$ cat src/rtl/lnorm_pkg.sv
package lnorm_pkg;

  // Pass sequence of the normaliser
  typedef enum logic [2:0] {
    ST_IDLE,    // waiting for start
    ST_LOAD,    // capturing samples, accumulating the sum
    ST_SPREAD,  // re-reading buffer, accumulating squared deviations
    ST_ROOT,    // integer square root in progress
    ST_ISSUE,   // launching one element division
    ST_DIVIDE,  // division in progress
    ST_EMIT     // result offered on the output stream
  } lnorm_state_e;

endpackage

$ cat src/rtl/lnorm_isqrt.sv
// Bit-serial restoring integer square root: one result bit per cycle.
module lnorm_isqrt #(
  parameter int IW = 16
) (
  input  logic            clk,
  input  logic            rst_n,
  input  logic            start,
  input  logic [IW-1:0]   radicand,
  output logic            done,
  output logic [IW/2-1:0] root
);
  localparam int OW = IW / 2;
  localparam int RW = OW + 3;
  localparam int CW = $clog2(OW + 1);

  logic [IW-1:0] rad_q;
  logic [RW-1:0] rem_q;
  logic [OW-1:0] root_q;
  logic [CW-1:0] cnt_q;
  logic          busy_q;
  logic          done_q;

  logic [RW-1:0] shifted;
  logic [RW-1:0] trial;
  logic          fits;

  assign shifted = {rem_q[RW-3:0], rad_q[IW-1:IW-2]};
  assign trial   = {1'b0, root_q, 2'b01};
  assign fits    = shifted >= trial;

  always_ff @(posedge clk or negedge rst_n) begin
    if (!rst_n) begin
      rad_q  <= '0;
      rem_q  <= '0;
      root_q <= '0;
      cnt_q  <= '0;
      busy_q <= 1'b0;
      done_q <= 1'b0;
    end else begin
      done_q <= 1'b0;
      if (start) begin
        rad_q  <= radicand;
        rem_q  <= '0;
        root_q <= '0;
        cnt_q  <= CW'(OW);
        busy_q <= 1'b1;
      end else if (busy_q) begin
        rad_q  <= rad_q << 2;
        rem_q  <= fits ? (shifted - trial) : shifted;
        root_q <= {root_q[OW-2:0], fits};
        cnt_q  <= cnt_q - 1'b1;
        if (cnt_q == CW'(1)) begin
          busy_q <= 1'b0;
          done_q <= 1'b1;
        end
      end
    end
  end

  assign done = done_q;
  assign root = root_q;

endmodule

$ cat src/rtl/lnorm_udiv.sv
// Sequential restoring unsigned divider: one quotient bit per cycle.
module lnorm_udiv #(
  parameter int NW  = 12,
  parameter int DVW = 8
) (
  input  logic           clk,
  input  logic           rst_n,
  input  logic           start,
  input  logic [NW-1:0]  dividend,
  input  logic [DVW-1:0] divisor,
  output logic           done,
  output logic [NW-1:0]  quotient
);
  localparam int CW = $clog2(NW + 1);

  logic [NW-1:0]  quo_q;
  logic [DVW-1:0] rem_q;
  logic [DVW-1:0] dvs_q;
  logic [CW-1:0]  cnt_q;
  logic           busy_q;
  logic           done_q;

  logic [DVW:0] trial;
  logic [DVW:0] diff;
  logic         ge;

  assign trial = {rem_q, quo_q[NW-1]};
  assign diff  = trial - {1'b0, dvs_q};
  assign ge    = trial >= {1'b0, dvs_q};

  always_ff @(posedge clk or negedge rst_n) begin
    if (!rst_n) begin
      quo_q  <= '0;
      rem_q  <= '0;
      dvs_q  <= '0;
      cnt_q  <= '0;
      busy_q <= 1'b0;
      done_q <= 1'b0;
    end else begin
      done_q <= 1'b0;
      if (start) begin
        quo_q  <= dividend;
        rem_q  <= '0;
        dvs_q  <= divisor;
        cnt_q  <= CW'(NW);
        busy_q <= 1'b1;
      end else if (busy_q) begin
        rem_q  <= ge ? diff[DVW-1:0] : trial[DVW-1:0];
        quo_q  <= {quo_q[NW-2:0], ge};
        cnt_q  <= cnt_q - 1'b1;
        if (cnt_q == CW'(1)) begin
          busy_q <= 1'b0;
          done_q <= 1'b1;
        end
      end
    end
  end

  assign done     = done_q;
  assign quotient = quo_q;

endmodule

$ cat src/rtl/lnorm_unit.sv
module lnorm_unit
  import lnorm_pkg::*;
#(
  parameter int N    = 256,
  parameter int DW   = 8,
  parameter int FRAC = 4
) (
  input  logic          clk,
  input  logic          rst_n,
  input  logic          start,
  output logic          done,
  input  logic          in_valid,
  output logic          in_ready,
  input  logic [DW-1:0] in_data,
  output logic          out_valid,
  input  logic          out_ready,
  output logic [DW-1:0] out_data
);
  localparam int AW     = $clog2(N);
  localparam int SUMW   = DW + AW;
  localparam int SQW    = 2 * DW;
  localparam int SQSUMW = SQW + AW;
  localparam int NW     = DW + FRAC;
  localparam int MAXPOS = (1 << (DW - 1)) - 1;

  lnorm_state_e state_q;

  logic [DW-1:0]          mem [N];
  logic [AW-1:0]          idx_q;
  logic signed [SUMW-1:0] sum_q;
  logic signed [DW-1:0]   mean_q;
  logic [SQSUMW-1:0]      sqsum_q;
  logic [DW-1:0]          sd_q;
  logic                   neg_q;
  logic [DW-1:0]          out_q;
  logic                   out_valid_q;
  logic                   done_q;

  // sample path
  logic signed [SUMW-1:0] sum_nxt;
  logic signed [SUMW-1:0] mean_full;
  logic                   take_in;
  logic                   last_idx;

  assign take_in   = (state_q == ST_LOAD) && in_valid;
  assign last_idx  = idx_q == AW'(N - 1);
  assign sum_nxt   = sum_q + {{AW{in_data[DW-1]}}, in_data};
  assign mean_full = sum_nxt >>> AW;

  // deviation of the buffered element at idx_q
  logic [DW-1:0]        rd_word;
  logic signed [DW:0]   dev;
  logic [DW:0]          dev_neg;
  logic [DW-1:0]        dev_abs;
  logic [SQW-1:0]       dev_sq;
  logic [SQSUMW-1:0]    sqsum_nxt;
  logic [SQW-1:0]       variance;

  assign rd_word   = mem[idx_q];
  assign dev       = {rd_word[DW-1], rd_word} - {mean_q[DW-1], mean_q};
  assign dev_neg   = -dev;
  assign dev_abs   = dev[DW] ? dev_neg[DW-1:0] : dev[DW-1:0];
  assign dev_sq    = {{DW{1'b0}}, dev_abs} * {{DW{1'b0}}, dev_abs};
  assign sqsum_nxt = sqsum_q + {{AW{1'b0}}, dev_sq};
  assign variance  = sqsum_nxt[SQSUMW-1:AW];

  // square root engine
  logic          root_start;
  logic          root_done;
  logic [DW-1:0] root_val;

  assign root_start = (state_q == ST_SPREAD) && last_idx;

  lnorm_isqrt #(.IW(SQW)) u_root (
    .clk      (clk),
    .rst_n    (rst_n),
    .start    (root_start),
    .radicand (variance),
    .done     (root_done),
    .root     (root_val)
  );

  // element divider
  logic          div_start;
  logic          div_done;
  logic [NW-1:0] div_num;
  logic [NW-1:0] quo;
  logic [NW-1:0] quo_neg;
  logic [DW-1:0] result;

  assign div_start = state_q == ST_ISSUE;
  assign div_num   = {dev_abs, {FRAC{1'b0}}};
  assign quo_neg   = -quo;

  lnorm_udiv #(.NW(NW), .DVW(DW)) u_div (
    .clk      (clk),
    .rst_n    (rst_n),
    .start    (div_start),
    .dividend (div_num),
    .divisor  (sd_q),
    .done     (div_done),
    .quotient (quo)
  );

  // sign restore and clipping
  always_comb begin
    if (!neg_q) begin
      result = (quo > NW'(MAXPOS)) ? {1'b0, {(DW-1){1'b1}}} : quo[DW-1:0];
    end else begin
      result = (quo > NW'(MAXPOS + 1)) ? {1'b1, {(DW-1){1'b0}}} : quo_neg[DW-1:0];
    end
  end

  // sample buffer
  always_ff @(posedge clk) begin
    if (take_in) mem[idx_q] <= in_data;
  end

  // pass sequencer
  always_ff @(posedge clk or negedge rst_n) begin
    if (!rst_n) begin
      state_q     <= ST_IDLE;
      idx_q       <= '0;
      sum_q       <= '0;
      mean_q      <= '0;
      sqsum_q     <= '0;
      sd_q        <= '0;
      neg_q       <= 1'b0;
      out_q       <= '0;
      out_valid_q <= 1'b0;
      done_q      <= 1'b0;
    end else begin
      done_q <= 1'b0;
      unique case (state_q)
        ST_IDLE: begin
          if (start) begin
            idx_q   <= '0;
            sum_q   <= '0;
            sqsum_q <= '0;
            state_q <= ST_LOAD;
          end
        end
        ST_LOAD: begin
          if (in_valid) begin
            sum_q <= sum_nxt;
            idx_q <= idx_q + 1'b1;
            if (last_idx) begin
              mean_q  <= mean_full[DW-1:0];
              state_q <= ST_SPREAD;
            end
          end
        end
        ST_SPREAD: begin
          sqsum_q <= sqsum_nxt;
          idx_q   <= idx_q + 1'b1;
          if (last_idx) state_q <= ST_ROOT;
        end
        ST_ROOT: begin
          if (root_done) begin
            sd_q    <= (root_val == '0) ? DW'(1) : root_val;
            idx_q   <= '0;
            state_q <= ST_ISSUE;
          end
        end
        ST_ISSUE: begin
          neg_q   <= dev[DW];
          state_q <= ST_DIVIDE;
        end
        ST_DIVIDE: begin
          if (div_done) begin
            out_q       <= result;
            out_valid_q <= 1'b1;
            state_q     <= ST_EMIT;
          end
        end
        ST_EMIT: begin
          if (out_ready) begin
            out_valid_q <= 1'b0;
            if (last_idx) begin
              done_q  <= 1'b1;
              state_q <= ST_IDLE;
            end else begin
              idx_q   <= idx_q + 1'b1;
              state_q <= ST_ISSUE;
            end
          end
        end
        default: state_q <= ST_IDLE;
      endcase
    end
  end

  assign in_ready  = state_q == ST_LOAD;
  assign out_valid = out_valid_q;
  assign out_data  = out_q;
  assign done      = done_q;

endmodule

$ cat config.mk
export PLATFORM = sky130hd
export DESIGN_NAME = lnorm_unit
export DESIGN_NICKNAME = d
export VERILOG_FILES = /design/src/rtl/lnorm_pkg.sv /design/src/rtl/lnorm_isqrt.sv /design/src/rtl/lnorm_udiv.sv /design/src/rtl/lnorm_unit.sv
export SDC_FILE = /design/constraint.sdc
export NUM_CORES = 2
export LEC_CHECK = 0
export BUFFER_PORTS_ARGS = -buffer_cell sky130_fd_sc_hd__buf_2
export CAP_MARGIN = 0
export CORE_ASPECT_RATIO = 1.2
export CORE_UTILIZATION = 45
export CTS_CLUSTER_SIZE = 28
export DETAILED_ROUTE_END_ITERATION = 6
export SLEW_MARGIN = 25
export SYNTH_ARGS = -nofsm -noshare
export SYNTH_HDL_FRONTEND = slang
export SYNTH_SLANG_ARGS = --single-unit
$ cat constraint.sdc
create_clock -name clk -period 22.4 [get_ports clk]
set_input_delay 4.48 -clock clk [delete_from_list [all_inputs] [get_ports clk]]
set_output_delay 4.48 -clock clk [all_outputs]
set_load 0.005 [all_outputs]
# [Word level (Yosys, flattened, before mapping)]
# Memories as Yosys holds them, arrays and structs flattened.
# Index checks and enable logic that the tools add are counted.
[totals] ff_bits=151 mem_bits_rw=2048 input_bits=13 out_inout_bits=11 word_cells=134 memories=1
[mem_list] name="mem" depth=256 word_bits=8 rd=1 rd_ports_with_merged_regs=0 write_ports=1 line="lnorm_unit.sv:28" source="logic [DW-1:0] mem [N];"
[classes] n_addsub=10 multipliers=1 order_cmp=4 n_eq_ne=17 n_mux=61 reduce_logical=18
[ops] cell="$mux W8" n=15
[ops] cell="$mux W16" n=4
[ops] cell="$pmux W24 S2" n=1
[ops] cell="$pmux W8 S5" n=1
[ops] cell="$pmux W16 S2" n=1
[ops] cell="$mux W9" n=3
[ops] cell="$add A24 B16 Y24" n=1
[ops] cell="$mux W12" n=2
[ops] cell="$mux W24" n=1
[ops] cell="$mux W3" n=8
[ops] cell="$pmux W3 S7" n=1
[ops] cell="$mux W1" n=19
[ops] cell="$add A16 B16 Y16" n=1
[ops] cell="$mul A8 B8 Y16" n=1
[ops] cell="$mux W4" n=4
[ops] cell="$neg A8 Y8" n=2
[ops] cell="$gt A12 B7 Y1 const B" n=1
[ops] cell="$gt A12 B8 Y1 const B" n=1
[ops] cell="$ge A11 B10 Y1" n=1
[ops] cell="$ne A2 B2 Y1 const B" n=5
[ops] cell="$reduce_bool A2 Y1" n=5
[ops] cell="$eq A3 B3 Y1 const B" n=3
[ops] cell="$ge A9 B8 Y1" n=1
[ops] cell="$reduce_and A3 Y1" n=3
[ops] cell="18 further kinds" n=26

# [Depth between registers and ports, before layout]
# An unclocked memory read counts as a cell.
[logic_depth] depth_word=7 depth_mapped=39 ltp_nobuf=35

# [Hierarchy]
# A second synthesis with hierarchy kept.
[hier_totals] cells_unflattened=4665 hier_area_um2=90106.4
[by_module_without_submodules] module="lnorm_unit" n_inst=1 cells_each=4227 area_per_inst_um2=85938.7 seq_area_each_um2=63450.9
[by_module_without_submodules] module="lnorm_isqrt" n_inst=1 cells_each=220 area_per_inst_um2=2160.8 seq_area_each_um2=975.9
[by_module_without_submodules] module="lnorm_udiv" n_inst=1 cells_each=218 area_per_inst_um2=2006.9 seq_area_each_um2=850.8

# [Least setup slack after synthesis]
# No wires, ideal clock.
[synth_path] path_type="register -> register" from="register idx_q[0]" to="register sqsum_q[16]" setup_time_ns=0.121 arrival_ns=9.128 required_time_ns=22.279 slack_ns=13.151 stages_incl_launch_ff=37 n_path_buf=4 synth_period_minus_slack_ns=9.249 path_cell_list="dfrtp_1 > clkbuf_1 > buf_2 > buf_2 > buf_2 > mux4_2 > mux4_2 > a32oi_1 > nand4_1 > a31oi_1 > ha_1 > inv_1 > fa_1 > a21o_1 > a21oi_1 > o21ai_0 > xor2_1 > o31ai_1 > xor2_1 > xor2_1 > or2_2 > fa_1 > fa_1 > inv_1 > fa_1 > inv_1 > fa_1 > inv_1 > ha_1 > nand3_1 > nand2_1 > a2111oi_0 > o21ai_0 > o21a_1 > o22a_1 > xor2_1 > a22o_1"
[synth_via] elab_chain_cells=7
[synth_lines] element="start, declared" line="lnorm_unit.sv:29" source="logic [AW-1:0] idx_q;"
[synth_lines] element="start signal, assigned" line="lnorm_unit.sv:146" source="idx_q <= idx_q + 1'b1;"
[synth_lines] element="start signal, assigned" line="lnorm_unit.sv:155" source="idx_q <= idx_q + 1'b1;"
[synth_lines] element="start signal, assigned" line="lnorm_unit.sv:183" source="idx_q <= idx_q + 1'b1;"
[synth_lines] element="$mem_v2 Z256 W8 *"
[synth_lines] element="$sub A8 B8 Y9 *" line="lnorm_unit.sv:60" source="assign dev = {rd_word[DW-1], rd_word} - {mean_q[DW-1], mean_q};"
[synth_lines] element="$neg A8 Y8" line="lnorm_unit.sv:61" source="assign dev_neg = -dev;"
[synth_lines] element="$mux W8 *" line="lnorm_unit.sv:62" source="assign dev_abs = dev[DW] ? dev_neg[DW-1:0] : dev[DW-1:0];"
[synth_lines] element="$mul A8 B8 Y16 *" line="lnorm_unit.sv:63" source="assign dev_sq = {{DW{1'b0}}, dev_abs} * {{DW{1'b0}}, dev_abs};"
[synth_lines] element="$add A24 B16 Y24 *" line="lnorm_unit.sv:64" source="assign sqsum_nxt = sqsum_q + {{AW{1'b0}}, dev_sq};"
[synth_lines] element="$pmux W24 S2 *" line="lnorm_unit.sv:134" source="unique case (state_q)"
[synth_lines] element="end signal, assigned" line="lnorm_unit.sv:154" source="sqsum_q <= sqsum_nxt;"
[synth_lines] element="end, declared" line="lnorm_unit.sv:32" source="logic [SQSUMW-1:0] sqsum_q;"
# Mark *: on every way between the ends. The rest lies on a longest branch, timed or not.
# A chain may end at the register's enable or synchronous reset.

# [Final worst setup path]
[layout_path] from="register idx_q[1]" to="register sqsum_q[16]"
# Same word-level chain as after synthesis.

==> results.md <==
- The flow ran to the end, but the final reports show violations.
- The checks that failed: DRC.
- The share of power burned in combinational logic is 0.443.
- Across every metal layer, demand over resource in global routing totals 0.222.
- The number of buffers between clock root and the deepest sink is 3.
- The via count of the first global-routing pass came to 45200.
- Counting stages on the worst path, the most repeated cell is sky130_fd_sc_hd__fa_1.
- The mean routed wirelength per cell is 29.8 um.
- The net count of the finished layout is 4741.
- The number of instances in the synthesized netlist is 4522.
- The count of H-tree levels built during CTS is 4.
- The sum of overflow across all layers after global routing is 0.
- The vertical die dimension is 491 um.
- In this run the critical register-to-register path is launched from idx_q[1].
- After detailed routing, the wire length on met1 is 87500 um.
- The path category of the worst min-delay check is register to register.
- The number of hold violations in the final report is 0.
- The die boundary width is 410 um.
- After detailed routing, the number of remaining DRC violations is 15.
- Buffers inserted during clock tree synthesis total 209.
- The per-cell via count in the routed design is 5.95.
- After detailed routing, the met2 layer carries 114000 um of wire.
- The post-CTS setup buffer count is 0.
- The kind of critical path is register to register.
- The max-cap check violation count is 0.
- The max-slew violation count is 0.
- The kind of end point of the critical path is a register.
- The share of the Yosys chip area taken by registers is 0.728.
- The placed cell count is 7008.
- The top routing layer in use is met4.
- The number of nets in the synthesized netlist is 4668.
- After clock tree synthesis, the clock-pin slew on the worst setup and hold paths is 0.06 ns.
- The highest ir drop seen on vdd is 0.000557 V.
- The fraction of final layout cells with drive strength greater than 1 is 0.236.
- Before antenna repair, the detailed router went through 7 iterations.
- The HPWL after detailed placement is 135000 um.
- The leakage power of the design is 0.0313 uW.
- The met3 wire length is 12700 um.
- The routed layout has 44000 vias.
- The switching part of the total is 0.367.
- The sequential group share of total power is 0.318.
- The count of buffers inserted at the top-level ports is 23.
- Yosys printed 0 warnings.
- The initial antenna violation count is 5.
- In this run the worst setup path begins at idx_q[1].
- Dividing total power by cell area gives a power density of 147 mW/mm^2.
- The count of cell types in the netlist is 68.
- The post-cts gate resize count is 0.
- The net switching power is 5370 uW.
- For the worst setup path, the data arrival time is 13.69 ns.
- The area growth from synthesis to layout is 11.2%.
- For this run, the top clock speed supported by timing is 0.0773 GHz.
- The floorplan step defined a die boundary enclosing 0.201 sq mm.
- The total negative slack is 0 ns.
- The core footprint is 0.198 sq mm.
- The first global-routing pass estimated 323000 um of wire.
- Of the total power, the clock network draws 0.239.
- The endpoint required time on the critical path is 23.16 ns.
- The mapped netlist covers 0.0897 sq mm.
- The type of element launching the critical path is a register.
- Setup violations remaining at the end of the flow were counted as 0.
- For this run, the leading register cell type out of synthesis is sky130_fd_sc_hd__edfxtp_1.
- The worst relative slew slack is 0.270.
- Clock latency on the worst-skew pair, taken at its later pin, is 0.88 ns.
- The number of violations reported at the end of detailed-routing iteration 0 is 4915.
- The routability congestion estimate is 0.815.
- TritonCTS built the clock tree.
- In this design, the stage delay of the slowest critical-path cell is 1.02 ns.
- The maximum number of pins on one net before global-route repair is 189.
- The detail route stage leaves a number of antenna-violating nets equal to 0.
- The transition at the pin with the smallest max-transition slack is 1.09 ns.
- The share of flip-flops with an asynchronous set or reset is 0.0687.
- The count of pins on the block boundary is 24.
- The effective utilization at floorplan is 0.453.
- The clock drives 2199 sinks.
- Internal power comes to 9270 uW.
- Setup repair after global routing left no endpoint under its margin.
- In the layout the commonest cells are sky130_fd_sc_hd__edfxtp_1, sky130_fd_sc_hd__mux4_2, sky130_fd_sc_hd__nor2_1, sky130_fd_sc_hd__clkbuf_16, sky130_fd_sc_hd__dfrtp_1.
- The most common cell after layout, fill and taps aside is sky130_fd_sc_hd__edfxtp_1.
- The number of synthesized flops with an enable pin is 2048.
- The maximum net fanout on the critical path is 55.
- The synthesized design contains 2199 register bits.
- The average cell area after synthesis is 19.8 sq um.
- The tree is rooted in a sky130_fd_sc_hd__clkbuf_16.
- The master of the slowest instance on the critical path is sky130_fd_sc_hd__dfrtp_4.
- After floorplanning, the core was divided into 179 placement rows.
- The routed design could run at a clock period as short as 12.93 ns.
- Summed over all layers, the routed wires come to 221000 um.
- The largest clock skew in the final design is 0.0357 ns.
- In the finished design, the share of the clock period the worst path needs comes to 0.577.
- Hold repair after CTS inserted 0 buffers.
- After the flow finishes, the layout carries non-filler instances totaling 7395.
- The startpoint of the worst hold path is out_data[3].
-- through the flow --
stage / power, uW / instance area, sq um / util / worst slack, ns / hold WS, ns
global placement: 11300 / 93000 / 0.469 / 9.12 / 0.463
finish: 14600 / 99800 / 0.503 / 9.47 / 0.476
CTS: 14800 / 99700 / 0.503 / 9.44 / 0.487
detailed placement: 11300 / 93000 / 0.469 / 9.48 / 0.473
floorplan: 9670 / 89700 / - / 13.15 / 0.439
global route: 15600 / 99800 / 0.503 / 8.75 / 0.517
-- cell usage after synthesis (9+ instances only) --
master | number | area share
sky130_fd_sc_hd__a22o_1 | 21 | 0.0021
sky130_fd_sc_hd__buf_2 | 58 | 0.0032
sky130_fd_sc_hd__nor3_1 | 22 | 0.0012
sky130_fd_sc_hd__nand2b_1 | 15 | 0.0010
sky130_fd_sc_hd__or2_2 | 11 | 0.00077
sky130_fd_sc_hd__fa_1 | 40 | 0.0089
sky130_fd_sc_hd__mux2_2 | 9 | 0.0011
sky130_fd_sc_hd__and3_1 | 9 | 0.00063
sky130_fd_sc_hd__ha_1 | 93 | 0.013
sky130_fd_sc_hd__mux4_2 | 645 | 0.16
sky130_fd_sc_hd__nor2_1 | 360 | 0.015
sky130_fd_sc_hd__nand4_1 | 20 | 0.0014
sky130_fd_sc_hd__edfxtp_1 | 2048 | 0.69
sky130_fd_sc_hd__a22oi_1 | 11 | 0.00092
sky130_fd_sc_hd__clkbuf_1 | 159 | 0.0067
sky130_fd_sc_hd__buf_1 | 21 | 0.00088
sky130_fd_sc_hd__a31oi_1 | 20 | 0.0014
sky130_fd_sc_hd__nor2b_1 | 39 | 0.0027
sky130_fd_sc_hd__mux2i_1 | 37 | 0.0041
sky130_fd_sc_hd__dfrtp_1 | 151 | 0.042
sky130_fd_sc_hd__o31ai_1 | 10 | 0.00084
sky130_fd_sc_hd__nand3_1 | 60 | 0.0033
sky130_fd_sc_hd__xnor2_1 | 40 | 0.0039
sky130_fd_sc_hd__xor2_1 | 25 | 0.0024
sky130_fd_sc_hd__a21oi_1 | 68 | 0.0038
sky130_fd_sc_hd__a21o_1 | 17 | 0.0014
sky130_fd_sc_hd__inv_1 | 125 | 0.0052
sky130_fd_sc_hd__a211oi_1 | 27 | 0.0023
sky130_fd_sc_hd__nand2_1 | 136 | 0.0057
sky130_fd_sc_hd__o211ai_1 | 9 | 0.00075
sky130_fd_sc_hd__o21ai_0 | 108 | 0.0060
-- cell families (layout without fill, tap and decap cells) --
group,Yosys count,count (layout),synth area share
buffers and inverters,375,621,0.0173
flip-flops,2199,2199,0.728
multiplexers,691,691,0.167
AO/OA/AOI/OAI,348,348,0.0247
adder cells (fa/ha/maj),133,133,0.0219
other,0,3,0
AND/OR/NAND/NOR,711,711,0.0351
XOR/XNOR,65,65,0.00635
-- flip-flops by register name, indices dropped and copies added (netlist names), 3 cells and up --
signal and cells:
idx_q 8, mean_q 8, mem 2048, out_data 8, sd_q 8, sqsum_q 24, state_q 3, sum_q 16
u_div.cnt_q 4, u_div.dvs_q 8, u_div.quotient 12, u_div.rem_q 8, u_root.cnt_q 4, u_root.rad_q 16, u_root.rem_q 9, u_root.root 8
-- layout make-up --
cell class	count	area [sq um]
multi-input combinational	1948	23000
tap	2624	3280
clock inverter	126	1220
timing repair buffer	112	956
inverter	125	469
fill	15800	98400
sequential	2199	65300
antenna	3	7.51
clock buffer	258	5510
-- power by group through the flow --
stage	Combinational (uW)	Sequential, uW	Clock [uW]
2_1_floorplan	4980	4690	0
3_3_place_gp	6550	4740	0
3_5_place_dp	6530	4740	0
4_1_cts	6580	4650	3550
5_1_grt	7280	4660	3690
6_report	6490	4650	3500
-- metal layers --
| layer | vias to the layer above | track usage |
|---|---|---|
| li1 | 18500 | - |
| met3 | 338 | 0.0306 |
| met2 | 1455 | 0.379 |
| met4 | 0 | 0.0686 |
| met5 | - | 0 |
| met1 | 23700 | 0.295 |
-- critical path: cells and delay by family, from the launching register on --
| family | cells | cell delay, ns |
|---|---|---|
| AO/OA/AOI/OAI | 10 | 3.00 |
| adder cells (fa/ha/maj) | 6 | 2.64 |
| buffers and inverters | 6 | 2.16 |
| XOR/XNOR | 4 | 1.38 |
| flip-flops | 1 | 1.02 |
| multiplexers | 2 | 0.92 |
| AND/OR/NAND/NOR | 6 | 1.57 |
-- final timing paths --
| kind | to | slack, ns | cells past startpoint |
|---|---|---|---|
| max | sqsum_q[16] | 9.47 | 34 |
| min | out_data[3] | 0.48 | 2 |
| max reg2reg | sqsum_q[16] | 9.47 | 34 |
| min reg2reg | out_data[3] | 0.48 | 2 |
| max in group asynchronous | u_root.busy_q | 16.95 | 3 |
| min in group asynchronous | u_div.cnt_q[1] | 3.53 | 1 |
No activity file was read; power rests on OpenSTA's default activity.
